--- config.mk ---
export PLATFORM = sky130hd
export DESIGN_NAME = dma_xlate
export DESIGN_NICKNAME = d
export VERILOG_FILES = /design/src/rtl/dma_xlate_pkg.sv /design/src/rtl/dma_xlate_cache.sv /design/src/rtl/dma_xlate_fetch.sv /design/src/rtl/dma_xlate.sv
export SDC_FILE = /design/constraint.sdc
export NUM_CORES = 1
export LEC_CHECK = 0
export BUFFER_PORTS_ARGS = -buffer_cell sky130_fd_sc_hd__buf_4
export CAP_MARGIN = 15
export CORE_UTILIZATION = 40
export CTS_BUF_LIST = sky130_fd_sc_hd__clkbuf_4 sky130_fd_sc_hd__clkbuf_8
export CTS_CLUSTER_SIZE = 8
export DETAILED_ROUTE_END_ITERATION = 6
export HOLD_SLACK_MARGIN = 0.06
export PLACE_DENSITY = 0.66
export SLEW_MARGIN = 20
export SYNTH_ARGS = -nofsm -noshare
export SYNTH_HDL_FRONTEND = slang
export SYNTH_SLANG_ARGS = --single-unit
--- constraint.sdc ---
create_clock -name clk -period 2.6 [get_ports clk]
set_input_delay 0.52 -clock clk [delete_from_list [all_inputs] [get_ports clk]]
set_output_delay 0.52 -clock clk [all_outputs]
set_load 0.02 [all_outputs]
--- src/rtl/dma_xlate_pkg.sv ---
package dma_xlate_pkg;

  typedef enum logic [1:0] {
    FS_IDLE  = 2'd0,
    FS_ISSUE = 2'd1,
    FS_WAIT  = 2'd2
  } fetch_state_t;

  localparam logic [1:0] SEL_BASE  = 2'd0;
  localparam logic [1:0] SEL_LIMIT = 2'd1;
  localparam logic [1:0] SEL_INVAL = 2'd2;

endpackage

--- src/rtl/dma_xlate_cache.sv ---
module dma_xlate_cache #(
  parameter int ENTRIES = 4,
  parameter int TAG_W   = 12,
  parameter int FRAME_W = 17
) (
  input  logic               clk,
  input  logic               rst_n,
  input  logic [TAG_W-1:0]   lk_tag,
  output logic               lk_hit,
  output logic [FRAME_W-1:0] lk_frame,
  input  logic               fill_en,
  input  logic [TAG_W-1:0]   fill_tag,
  input  logic [FRAME_W-1:0] fill_frame,
  input  logic               flush
);

  localparam int PTR_W = (ENTRIES > 1) ? $clog2(ENTRIES) : 1;

  logic [ENTRIES-1:0] vld_q, vld_d;
  logic [PTR_W-1:0]   ptr_q, ptr_d;
  logic [TAG_W-1:0]   tag_q   [ENTRIES];
  logic [FRAME_W-1:0] frame_q [ENTRIES];
  logic [ENTRIES-1:0] hit_vec;
  logic [ENTRIES-1:0] dup_vec;
  logic [ENTRIES-1:0] wr_en;

  generate
    for (genvar g = 0; g < ENTRIES; g++) begin : g_slot
      assign hit_vec[g] = vld_q[g] && (tag_q[g] == lk_tag);
      assign dup_vec[g] = vld_q[g] && (tag_q[g] == fill_tag);
      assign wr_en[g]   = fill_en && !flush && (ptr_q == PTR_W'(g));
    end
  endgenerate

  always_comb begin
    lk_frame = '0;
    for (int i = 0; i < ENTRIES; i++) begin
      if (hit_vec[i]) lk_frame = lk_frame | frame_q[i];
    end
  end

  assign lk_hit = |hit_vec;

  always_comb begin
    vld_d = vld_q;
    ptr_d = ptr_q;
    if (flush) begin
      vld_d = '0;
    end else if (fill_en) begin
      vld_d[ptr_q] = 1'b1;
      ptr_d = (ptr_q == PTR_W'(ENTRIES - 1)) ? '0 : ptr_q + 1'b1;
    end
  end

  always_ff @(posedge clk or negedge rst_n) begin
    if (!rst_n) begin
      vld_q <= '0;
      ptr_q <= '0;
    end else begin
      vld_q <= vld_d;
      ptr_q <= ptr_d;
    end
  end

  always_ff @(posedge clk) begin
    for (int i = 0; i < ENTRIES; i++) begin
      if (wr_en[i]) begin
        tag_q[i]   <= fill_tag;
        frame_q[i] <= fill_frame;
      end
    end
  end

  // A page may sit in at most one slot.
  assert_hit_onehot_R7: assert property (@(posedge clk) disable iff (!rst_n)
    $onehot0(hit_vec));

  // A fill only follows a miss, so its page must not already be cached.
  assert_fill_unique_R7: assert property (@(posedge clk) disable iff (!rst_n)
    fill_en |-> !(|dup_vec));

endmodule

--- src/rtl/dma_xlate_fetch.sv ---
module dma_xlate_fetch
  import dma_xlate_pkg::*;
#(
  parameter int ADDR_W = 29,
  parameter int DATA_W = 32,
  parameter int PAGE_W = 12
) (
  input  logic                     clk,
  input  logic                     rst_n,
  input  logic                     start,
  input  logic [ADDR_W-1:0]        start_addr,
  input  logic                     flush,
  output logic                     busy,
  output logic                     mem_rd_valid,
  input  logic                     mem_rd_ready,
  output logic [ADDR_W-1:0]        mem_rd_addr,
  input  logic                     mem_rdata_valid,
  input  logic [DATA_W-1:0]        mem_rdata,
  output logic                     done,
  output logic [ADDR_W-PAGE_W-1:0] done_frame,
  output logic                     done_keep
);

  localparam int FRAME_W = ADDR_W - PAGE_W;

  fetch_state_t      state_q, state_d;
  logic [ADDR_W-1:0] addr_q, addr_d;
  logic              stale_q, stale_d;
  logic              unused_rdata_bits;

  always_comb begin
    state_d = state_q;
    addr_d  = addr_q;
    stale_d = stale_q;
    done    = 1'b0;
    case (state_q)
      FS_IDLE: begin
        if (start) begin
          state_d = FS_ISSUE;
          addr_d  = start_addr;
          stale_d = 1'b0;
        end
      end
      FS_ISSUE: begin
        if (flush) stale_d = 1'b1;
        if (mem_rd_ready) state_d = FS_WAIT;
      end
      FS_WAIT: begin
        if (flush) stale_d = 1'b1;
        if (mem_rdata_valid) begin
          done    = 1'b1;
          state_d = FS_IDLE;
        end
      end
      default: state_d = FS_IDLE;
    endcase
  end

  always_ff @(posedge clk or negedge rst_n) begin
    if (!rst_n) begin
      state_q <= FS_IDLE;
      addr_q  <= '0;
      stale_q <= 1'b0;
    end else begin
      state_q <= state_d;
      addr_q  <= addr_d;
      stale_q <= stale_d;
    end
  end

  assign busy         = (state_q != FS_IDLE);
  assign mem_rd_valid = (state_q == FS_ISSUE);
  assign mem_rd_addr  = addr_q;
  assign done_frame   = mem_rdata[PAGE_W +: FRAME_W];
  assign done_keep    = !stale_q && !flush;
  assign unused_rdata_bits = ^{mem_rdata[DATA_W-1:ADDR_W], mem_rdata[PAGE_W-1:0]};

  // A read request is held, with a stable address, until memory takes it.
  assert_rd_hold_R3: assert property (@(posedge clk) disable iff (!rst_n)
    (mem_rd_valid && !mem_rd_ready) |=> (mem_rd_valid && $stable(mem_rd_addr)));

  // Only one read per miss: after the handshake no further request.
  assert_one_read_R5: assert property (@(posedge clk) disable iff (!rst_n)
    (mem_rd_valid && mem_rd_ready) |=> !mem_rd_valid);

endmodule

--- src/rtl/dma_xlate.sv ---
module dma_xlate
  import dma_xlate_pkg::*;
#(
  parameter int          LADDR_W     = 24,
  parameter int          PADDR_W     = 29,
  parameter int          PAGE_W      = 12,
  parameter int          DATA_W      = 32,
  parameter int          ENTRIES     = 4,
  parameter int          ENTRY_LOG2  = 3,
  parameter logic [31:0] LIMIT_RESET = 32'h0000_8000
) (
  input  logic               clk,
  input  logic               rst_n,
  input  logic               cfg_we,
  input  logic [1:0]         cfg_sel,
  input  logic [DATA_W-1:0]  cfg_wdata,
  input  logic               req_valid,
  output logic               req_ready,
  input  logic [LADDR_W-1:0] req_laddr,
  output logic               rsp_valid,
  output logic               rsp_err,
  output logic [PADDR_W-1:0] rsp_paddr,
  output logic               mem_rd_valid,
  input  logic               mem_rd_ready,
  output logic [PADDR_W-1:0] mem_rd_addr,
  input  logic               mem_rdata_valid,
  input  logic [DATA_W-1:0]  mem_rdata
);

  localparam int IDX_W   = LADDR_W - PAGE_W;
  localparam int FRAME_W = PADDR_W - PAGE_W;
  localparam int EOFS_W  = IDX_W + ENTRY_LOG2;

  logic [PADDR_W-1:0] base_q, base_d;
  logic [DATA_W-1:0]  limit_q, limit_d;
  logic               flush;

  logic [IDX_W-1:0]   req_idx;
  logic [PAGE_W-1:0]  req_ofs;
  logic [EOFS_W-1:0]  ent_ofs;
  logic [PADDR_W-1:0] ent_addr;
  logic               oob;
  logic               accept;
  logic               miss_start;

  logic               lk_hit;
  logic [FRAME_W-1:0] lk_frame;

  logic               busy;
  logic               f_done;
  logic [FRAME_W-1:0] f_frame;
  logic               f_keep;

  logic [IDX_W-1:0]   pend_tag_q, pend_tag_d;
  logic [PAGE_W-1:0]  pend_ofs_q, pend_ofs_d;

  logic               rsp_v_d, rsp_e_d;
  logic [PADDR_W-1:0] rsp_pa_d;

  // configuration registers
  assign flush = cfg_we && (cfg_sel == SEL_INVAL);

  always_comb begin
    base_d  = base_q;
    limit_d = limit_q;
    if (cfg_we && cfg_sel == SEL_BASE)  base_d  = cfg_wdata[PADDR_W-1:0];
    if (cfg_we && cfg_sel == SEL_LIMIT) limit_d = cfg_wdata;
  end

  // request decode and bound check
  assign req_idx    = req_laddr[LADDR_W-1:PAGE_W];
  assign req_ofs    = req_laddr[PAGE_W-1:0];
  assign ent_ofs    = {req_idx, {ENTRY_LOG2{1'b0}}};
  assign ent_addr   = base_q + PADDR_W'(ent_ofs);
  assign oob        = (DATA_W'(ent_ofs) >= limit_q);
  assign req_ready  = !busy;
  assign accept     = req_valid && req_ready;
  assign miss_start = accept && !oob && !lk_hit;

  dma_xlate_cache #(
    .ENTRIES (ENTRIES),
    .TAG_W   (IDX_W),
    .FRAME_W (FRAME_W)
  ) u_cache (
    .clk        (clk),
    .rst_n      (rst_n),
    .lk_tag     (req_idx),
    .lk_hit     (lk_hit),
    .lk_frame   (lk_frame),
    .fill_en    (f_done && f_keep),
    .fill_tag   (pend_tag_q),
    .fill_frame (f_frame),
    .flush      (flush)
  );

  dma_xlate_fetch #(
    .ADDR_W (PADDR_W),
    .DATA_W (DATA_W),
    .PAGE_W (PAGE_W)
  ) u_fetch (
    .clk             (clk),
    .rst_n           (rst_n),
    .start           (miss_start),
    .start_addr      (ent_addr),
    .flush           (flush),
    .busy            (busy),
    .mem_rd_valid    (mem_rd_valid),
    .mem_rd_ready    (mem_rd_ready),
    .mem_rd_addr     (mem_rd_addr),
    .mem_rdata_valid (mem_rdata_valid),
    .mem_rdata       (mem_rdata),
    .done            (f_done),
    .done_frame      (f_frame),
    .done_keep       (f_keep)
  );

  // pending miss context and response
  always_comb begin
    pend_tag_d = pend_tag_q;
    pend_ofs_d = pend_ofs_q;
    if (miss_start) begin
      pend_tag_d = req_idx;
      pend_ofs_d = req_ofs;
    end
  end

  always_comb begin
    rsp_v_d  = 1'b0;
    rsp_e_d  = 1'b0;
    rsp_pa_d = '0;
    if (f_done) begin
      rsp_v_d  = 1'b1;
      rsp_pa_d = {f_frame, pend_ofs_q};
    end else if (accept && oob) begin
      rsp_v_d  = 1'b1;
      rsp_e_d  = 1'b1;
    end else if (accept && lk_hit) begin
      rsp_v_d  = 1'b1;
      rsp_pa_d = {lk_frame, req_ofs};
    end
  end

  always_ff @(posedge clk or negedge rst_n) begin
    if (!rst_n) begin
      base_q     <= '0;
      limit_q    <= LIMIT_RESET;
      pend_tag_q <= '0;
      pend_ofs_q <= '0;
      rsp_valid  <= 1'b0;
      rsp_err    <= 1'b0;
      rsp_paddr  <= '0;
    end else begin
      base_q     <= base_d;
      limit_q    <= limit_d;
      pend_tag_q <= pend_tag_d;
      pend_ofs_q <= pend_ofs_d;
      rsp_valid  <= rsp_v_d;
      rsp_err    <= rsp_e_d;
      rsp_paddr  <= rsp_pa_d;
    end
  end

  // A cached, in-bounds request answers next cycle without touching memory.
  assert_hit_noread_R1: assert property (@(posedge clk) disable iff (!rst_n)
    (accept && lk_hit && !oob) |=> (rsp_valid && !rsp_err && !mem_rd_valid));

  // An out-of-bounds request errors next cycle and issues no read.
  assert_oob_noread_R2: assert property (@(posedge clk) disable iff (!rst_n)
    (accept && oob) |=> (rsp_valid && rsp_err && !mem_rd_valid));

  // While a table read is outstanding no new request is accepted.
  assert_stall_R5: assert property (@(posedge clk) disable iff (!rst_n)
    mem_rd_valid |-> !req_ready);

endmodule

=== Word-level counts from Yosys, hierarchy flattened ===
Memory sizes are Yosys's and may differ from the RTL's.
Index checks and enable logic that the tools add are counted.
Widths: inputs -> output; s select.

* Register bits: 154
* RAM bits: 116
* Input bits: 96
* Output and inout port bits: 62
* Word-level logic and storage cells: 134
* Memories: 2

* Add/subtract/negate cells: 2
* Order comparisons: 3
* Eq/ne operators: 15
* Muxes and demuxes: 52
* Bitwise operators: 5
* Reduce and logical (&&, ||, !) cells: 43

{| class="wikitable"
|+ Memories
! memory !! words !! bits a word !! rd ports !! clocked after Yosys merged registers in !! write ports !! RTL line !! source
|-
| u_cache.frame_q || 4 || 17 || 4 || 0 || 1 || dma_xlate_cache.sv:22 || <nowiki>logic [FRAME_W-1:0] frame_q [ENTRIES];</nowiki>
|-
| u_cache.tag_q || 4 || 12 || 4 || 0 || 1 || dma_xlate_cache.sv:21 || <nowiki>logic [TAG_W-1:0] tag_q [ENTRIES];</nowiki>
|}

{| class="wikitable"
|+ Operators by type and width
! kind !! number
|-
| $mux 17 || 7
|-
| $mux 29 || 3
|-
| $or 17x17->17 || 3
|-
| $reduce_or 17->1 || 3
|-
| $eq 12x12->1 || 4
|-
| $mux 12 || 3
|-
| $reduce_or 12->1 || 3
|-
| $ge 15x32->1 || 1
|-
| $add 29x15->29 || 1
|-
| $mux 1 || 24
|-
| $logic_and 1x1->1 || 20
|-
| $mux 2 || 10
|-
| $eq 2x2->1 const B || 4
|-
| $mux 4 || 2
|-
| $eq 2x1->1 const B || 3
|-
| $logic_not 2->1 || 3
|-
| $pmux 2 s3 || 1
|-
| $reduce_and 3->1 || 2
|-
| $reduce_bool 2->1 || 3
|-
| $logic_not 1->1 || 5
|-
| $ne 2x1->1 const B || 2
|-
| $ne 2x2->1 const B || 2
|-
| $or 4x4->4 || 1
|-
| $reduce_and 2->1 || 2
|-
| 8 further kinds || 8
|}

=== Depth between registers and ports, before layout ===
* Depth in word-level cells: 13
* Mapped depth: 11

=== By module ===
From an unflattened synthesis, not the netlist that was laid out.

* Cell total of the unflattened synthesis: 842
* Area, all modules: 11949.0 um^2

{| class="wikitable"
|+ Modules (own cells, without submodules)
! module !! instances !! cells each !! area each (um^2) !! seq. area each (um^2)
|-
| dma_xlate || 1 || 449 || 5701.7 || 2904.0
|-
| dma_xlate_cache || 1 || 293 || 4835.9 || 3633.5
|-
| dma_xlate_fetch || 1 || 100 || 1411.4 || 800.8
|}

=== Worst setup path after synthesis ===
No wires, ideal clock.

* Kind: input to register
* Start point: input port req_laddr[16]
* End point: register pend_ofs_q[10]
* Library setup time: 0.128 ns
* Arrival: 2.365 ns
* Data required time: 2.472 ns
* Path slack: 0.108 ns
* Cell stages on the path: 7
* Cell sequence: ha_1 a21o_1 a2111oi_1 a311o_1 nand4_2 buf_4 mux2_1

* Longest elaborated chain between the ends: 5

{| class="wikitable"
|+ Ends and longest elaborated chain
! element !! RTL line !! source
|-
| from (decl) || dma_xlate.sv:19 || <nowiki>input logic [LADDR_W-1:0] req_laddr,</nowiki>
|-
| branches (longest 4 deep; another with $ge 15x32->1) || -- ||
|-
| $logic_and 1x1->1 (*) || dma_xlate.sv:78 || <nowiki>assign miss_start = accept && !oob && !lk_hit;</nowiki>
|-
| to (signal assigned) || dma_xlate.sv:156 || <nowiki>pend_ofs_q <= pend_ofs_d;</nowiki>
|-
| to (decl) || dma_xlate.sv:55 || <nowiki>logic [PAGE_W-1:0] pend_ofs_q, pend_ofs_d;</nowiki>
|}

Every way passes the cells marked *.
A chain may end at the register's enable or synchronous reset.

=== Worst setup path in the final report ===
* Start point: register limit_q[10]
* End point: register pend_ofs_q[4]

* Longest elaborated chain between the ends: 4

{| class="wikitable"
|+ Ends and longest elaborated chain
! element !! RTL line !! source
|-
| from (decl) || dma_xlate.sv:35 || <nowiki>logic [DATA_W-1:0] limit_q, limit_d;</nowiki>
|-
| from (signal assigned) || dma_xlate.sv:154 || <nowiki>limit_q <= limit_d;</nowiki>
|-
| $ge 15x32->1 || dma_xlate.sv:75 || <nowiki>assign oob = (DATA_W'(ent_ofs) >= limit_q);</nowiki>
|-
| $logic_not 1->1 || dma_xlate.sv:78 ||
|-
| $logic_and 1x1->1 (2 in series) || dma_xlate.sv:78 ||
|}

No other way between the ends.

==> out/metrics.csv <==
stage,metric,value,unit
global_route,grt.total_usage,0.174,
cts,cts_sinks,270,
critical_path,r2r_start,limit_q[10]$_DFFE_PN0P_,
timing,finalCritPeriodShare,0.991,
global_route,grt_max_degree,45,
critical_path,crit_type,flop to flop,
critical_path,start_kind,flop,
cts,clk_latency,0.58,ns
detailed_routing,drt-initial-drc-count,444,
detailed_routing,drc,0,
synth,synth-edff-count,116,
pwr,power,13.4,mW
critical_path,path_cells,inv_1 -> ha_1 -> a21oi_1 -> nor2b_1 -> a2111oi_2 -> buf_4 -> a311o_1 -> nand4_4 -> buf_12 -> clkbuf_16 -> mux2_1,
synth,seq_area_frac_synth,0.635,
timing,setup_viol,0,
layout,final_nets,1179,
floorplanning,io_pins,158,
critical_path,crit_family,compound AO/OA/AOI/OAI gates,
synth,syn_area,0.0115,mm^2
detailed_routing,ant_nets,0,
global_route,grt_antenna_before_repair,0,
critical_path,critPathMaxFanout,7,
synth,syn_avg_cell_area,14.0,um^2
detailed_routing,routed_wl,26.0,mm
run,max-cap-violations,0,
timing,hold_viol,0,
critical_path,required,3.03,ns
floorplanning,core,0.0281,mm^2
critical_path,critPathMaxStageDelay,0.34,ns
detailed_routing,detail_route.first_pass.iterations,6,
cts,clkTransAtPathRegs,0.06,ns
synth,synth_warnings,0,
hold_path,hp-start,mem_rdata[26],
place,place_ws,-0.344,ns
global_route,grt-ovfl-total,0,
floorplanning,die_h,172,um
global_route,grt_pass1_vias,7512,
pwr,leakage,6.20,nW
cts,cts_max_level,2,
layout,antennaDiodeCount,0,
critical_path,cp_num_buf_inv,4,
synth,synth_top_flop_cell,dfrtp_1,
place,dp.cells,1373,
cts,cts_tree,done,
pwr,ir_worst_vdd,0.498,mV
synth,synthesis.nets,953,
global_route,grt_pass1_wl,39.7,mm
hold_path,worstHoldEndpoint,u_cache.frame_q[2][14]$_DFFE_PP_,
cts,cts_buffers,46,
layout,fin_util,0.523,
detailed_routing,via_count,7438,
detailed_routing,via_per_inst,5.09,
timing,final_max_slew_viol_count,0,
layout,finalNonFillerCells,1462,
floorplanning,dieArea,0.0296,mm^2
critical_path,rr_endpoint,pend_ofs_q[4]$_DFFE_PN0P_,
synth,synth_cell_types,56,
timing,fmax,388,MHz
timing,finalCriticalPeriod,2.58,ns
timing,worst-slew-pin-transition,0.788,ns
synth,netlist_instances,824,
timing,tns,0,ns
synth,netlist.area_leader.share,0.332,
place,routabilityCongestion,0.843,
cts,root_buffer,clkbuf_8,
hold_path,hold_class,input pin to flop,
pwr,powerDensity,911,mW/mm^2
synth,synthTopCellsByCount,"dfrtp_1, edfxtp_1, nand2_1",
critical_path,r2r_cells,11,
cts,cts_buffer_depth,3,
layout,syn_to_final_growth,27.2,%
timing,maxSlewHeadroom,0.470,
critical_path,critPathSlowestCell,dfrtp_1,
timing,layout_setup_ws,0.0225,ns
layout,drive_above_1_share,0.351,
synth,synth_top_area_cell,dfrtp_1,
floorplanning,rows,61,
timing,finClkSkew,0.0575,ns
floorplanning,start_util,0.411,
timing,grt_setup_unrepaired,yes,
critical_path,cp_data_arrival_time,3.01,ns
synth,async_flop_share,0.570,
critical_path,rrSetupSlack,0.02,ns
place,dp_hpwl,17.5,mm
detailed_routing,wl_per_cell,17.8,um
hold_path,hold-path-cell-count,1,
status,status,finished clean,
critical_path,setup.worst_path.end_class,flop,
place,portBuffers,142,
synth,synth-seq-cells,270,
synth,synthTopCellsByArea,"dfrtp_1, edfxtp_1, mux2_2",
synth,yosysMostFrequentCell,dfrtp_1,
floorplanning,die_w,172,um
==> per-stage QoR <==
step | hold slack [ns] | cell area (um^2)
2_1_floorplan | 0.224 | 11500
3_3_place_gp | 0.463 | 13500
3_5_place_dp | 0.479 | 13500
4_1_cts | 0.104 | 14500
5_1_grt | 0.119 | 14700
6_report | 0.152 | 14700
==> cell usage in the layout, fill, tap and decap left out, types with 3 or more instances in the layout <==
master and count:
a211oi_1 3, a21o_1 9, a21oi_1 9, a22o_1 29
a22oi_1 34, and2_1 8, and3_1 3, buf_12 11
buf_4 198, clkbuf_16 3, clkbuf_4 20, clkbuf_8 51
clkinv_2 4, dfrtp_1 153, edfxtp_1 116, ha_1 30
inv_1 22, mux2_1 24, mux2_2 59, mux2_4 6
nand2_1 61, nand2b_1 5, nand3_1 12, nand4_1 20
nor2_1 15, nor2b_1 3, nor3b_1 3, nor4_1 8
nor4_4 5, o21ai_0 12, o21ai_1 23, o31ai_1 3
xnor2_1 60, xor2_1 11
==> layout make-up <==
class                   instances  area (um^2)
flip-flops and latches        270         7340
clock buffers                  71          852
fillers                      2466        13400
well taps                     378          473
inverters                      24         90.1
multi-input cells             493         4020
clock inverters                11          105
repair buffers                215         1810
==> how the worst max path moves through the flow <==
stage                             from                                 end  cells past startpoint
2_1_floorplan            req_laddr[16]          pend_ofs_q[10]$_DFFE_PN0P_                      7
3_3_place_gp             req_laddr[16]           pend_ofs_q[4]$_DFFE_PN0P_                      9
3_5_place_dp             req_laddr[16]           pend_ofs_q[2]$_DFFE_PN0P_                      9
4_1_cts        limit_q[13]$_DFFE_PN0P_           pend_ofs_q[2]$_DFFE_PN0P_                     10
5_1_grt         limit_q[7]$_DFFE_PN0P_  u_fetch.mem_rd_addr[6]$_DFFE_PN0P_                     10
6_report       limit_q[10]$_DFFE_PN0P_           pend_ofs_q[4]$_DFFE_PN0P_                     11
==> what timing repair did <==
item	in CTS	in global routing
endpoints found under the hold margin	40	0
buffers inserted	0	3
gates resized for setup	1	23
hold buffers	1	0
setup endpoints to repair	21	54
pin swaps	1	4
cloned	0	3
==> routing by layer <==
metal | routed length, um | GRT usage | up-vias | share of wire
met5 | 0 | 0 | - | 0
met4 | 514 | 0.0593 | 0 | 0.020
met3 | 1620 | 0.0350 | 43 | 0.062
met2 | 12200 | 0.282 | 227 | 0.47
met1 | 11700 | 0.233 | 3675 | 0.45
li1 | - | - | 3493 | -
==> state kept, by name, indices dropped and copies added, names as in the netlist <==
| register | flops |
|---|---|
| u_fetch.state_q | 2 |
| u_fetch.mem_rd_addr | 29 |
| limit_q | 32 |
| u_fetch.stale_q | 1 |
| u_cache.ptr_q | 2 |
| base_q | 29 |
| rsp_paddr | 29 |
| pend_ofs_q | 12 |
| pend_tag_q | 12 |
| u_cache.frame_q | 68 |
| u_cache.tag_q | 48 |
| rsp_err | 1 |
| u_cache.vld_q | 4 |
| rsp_valid | 1 |
==> kinds of logic after synthesis <==
kind of cell             Yosys count  share of synthesized area
AND/OR/NAND/NOR                  160                     0.0774
XOR/XNOR                          71                     0.0538
buffers and inverters             61                     0.0244
multiplexers                      89                     0.0868
AO/OA/AOI/OAI                    140                     0.0858
flip-flops                       270                      0.635
adder cells (fa/ha/maj)           33                     0.0364
==> power breakdown <==
| part | internal (mW) | switching [mW] |
|---|---|---|
| Combinational | 1.70 | 1.76 |
| Sequential | 5.48 | 0.553 |
| Clock | 2.21 | 1.69 |
| Total | 9.39 | 4.00 |
(Power assumes the default switching activity.)
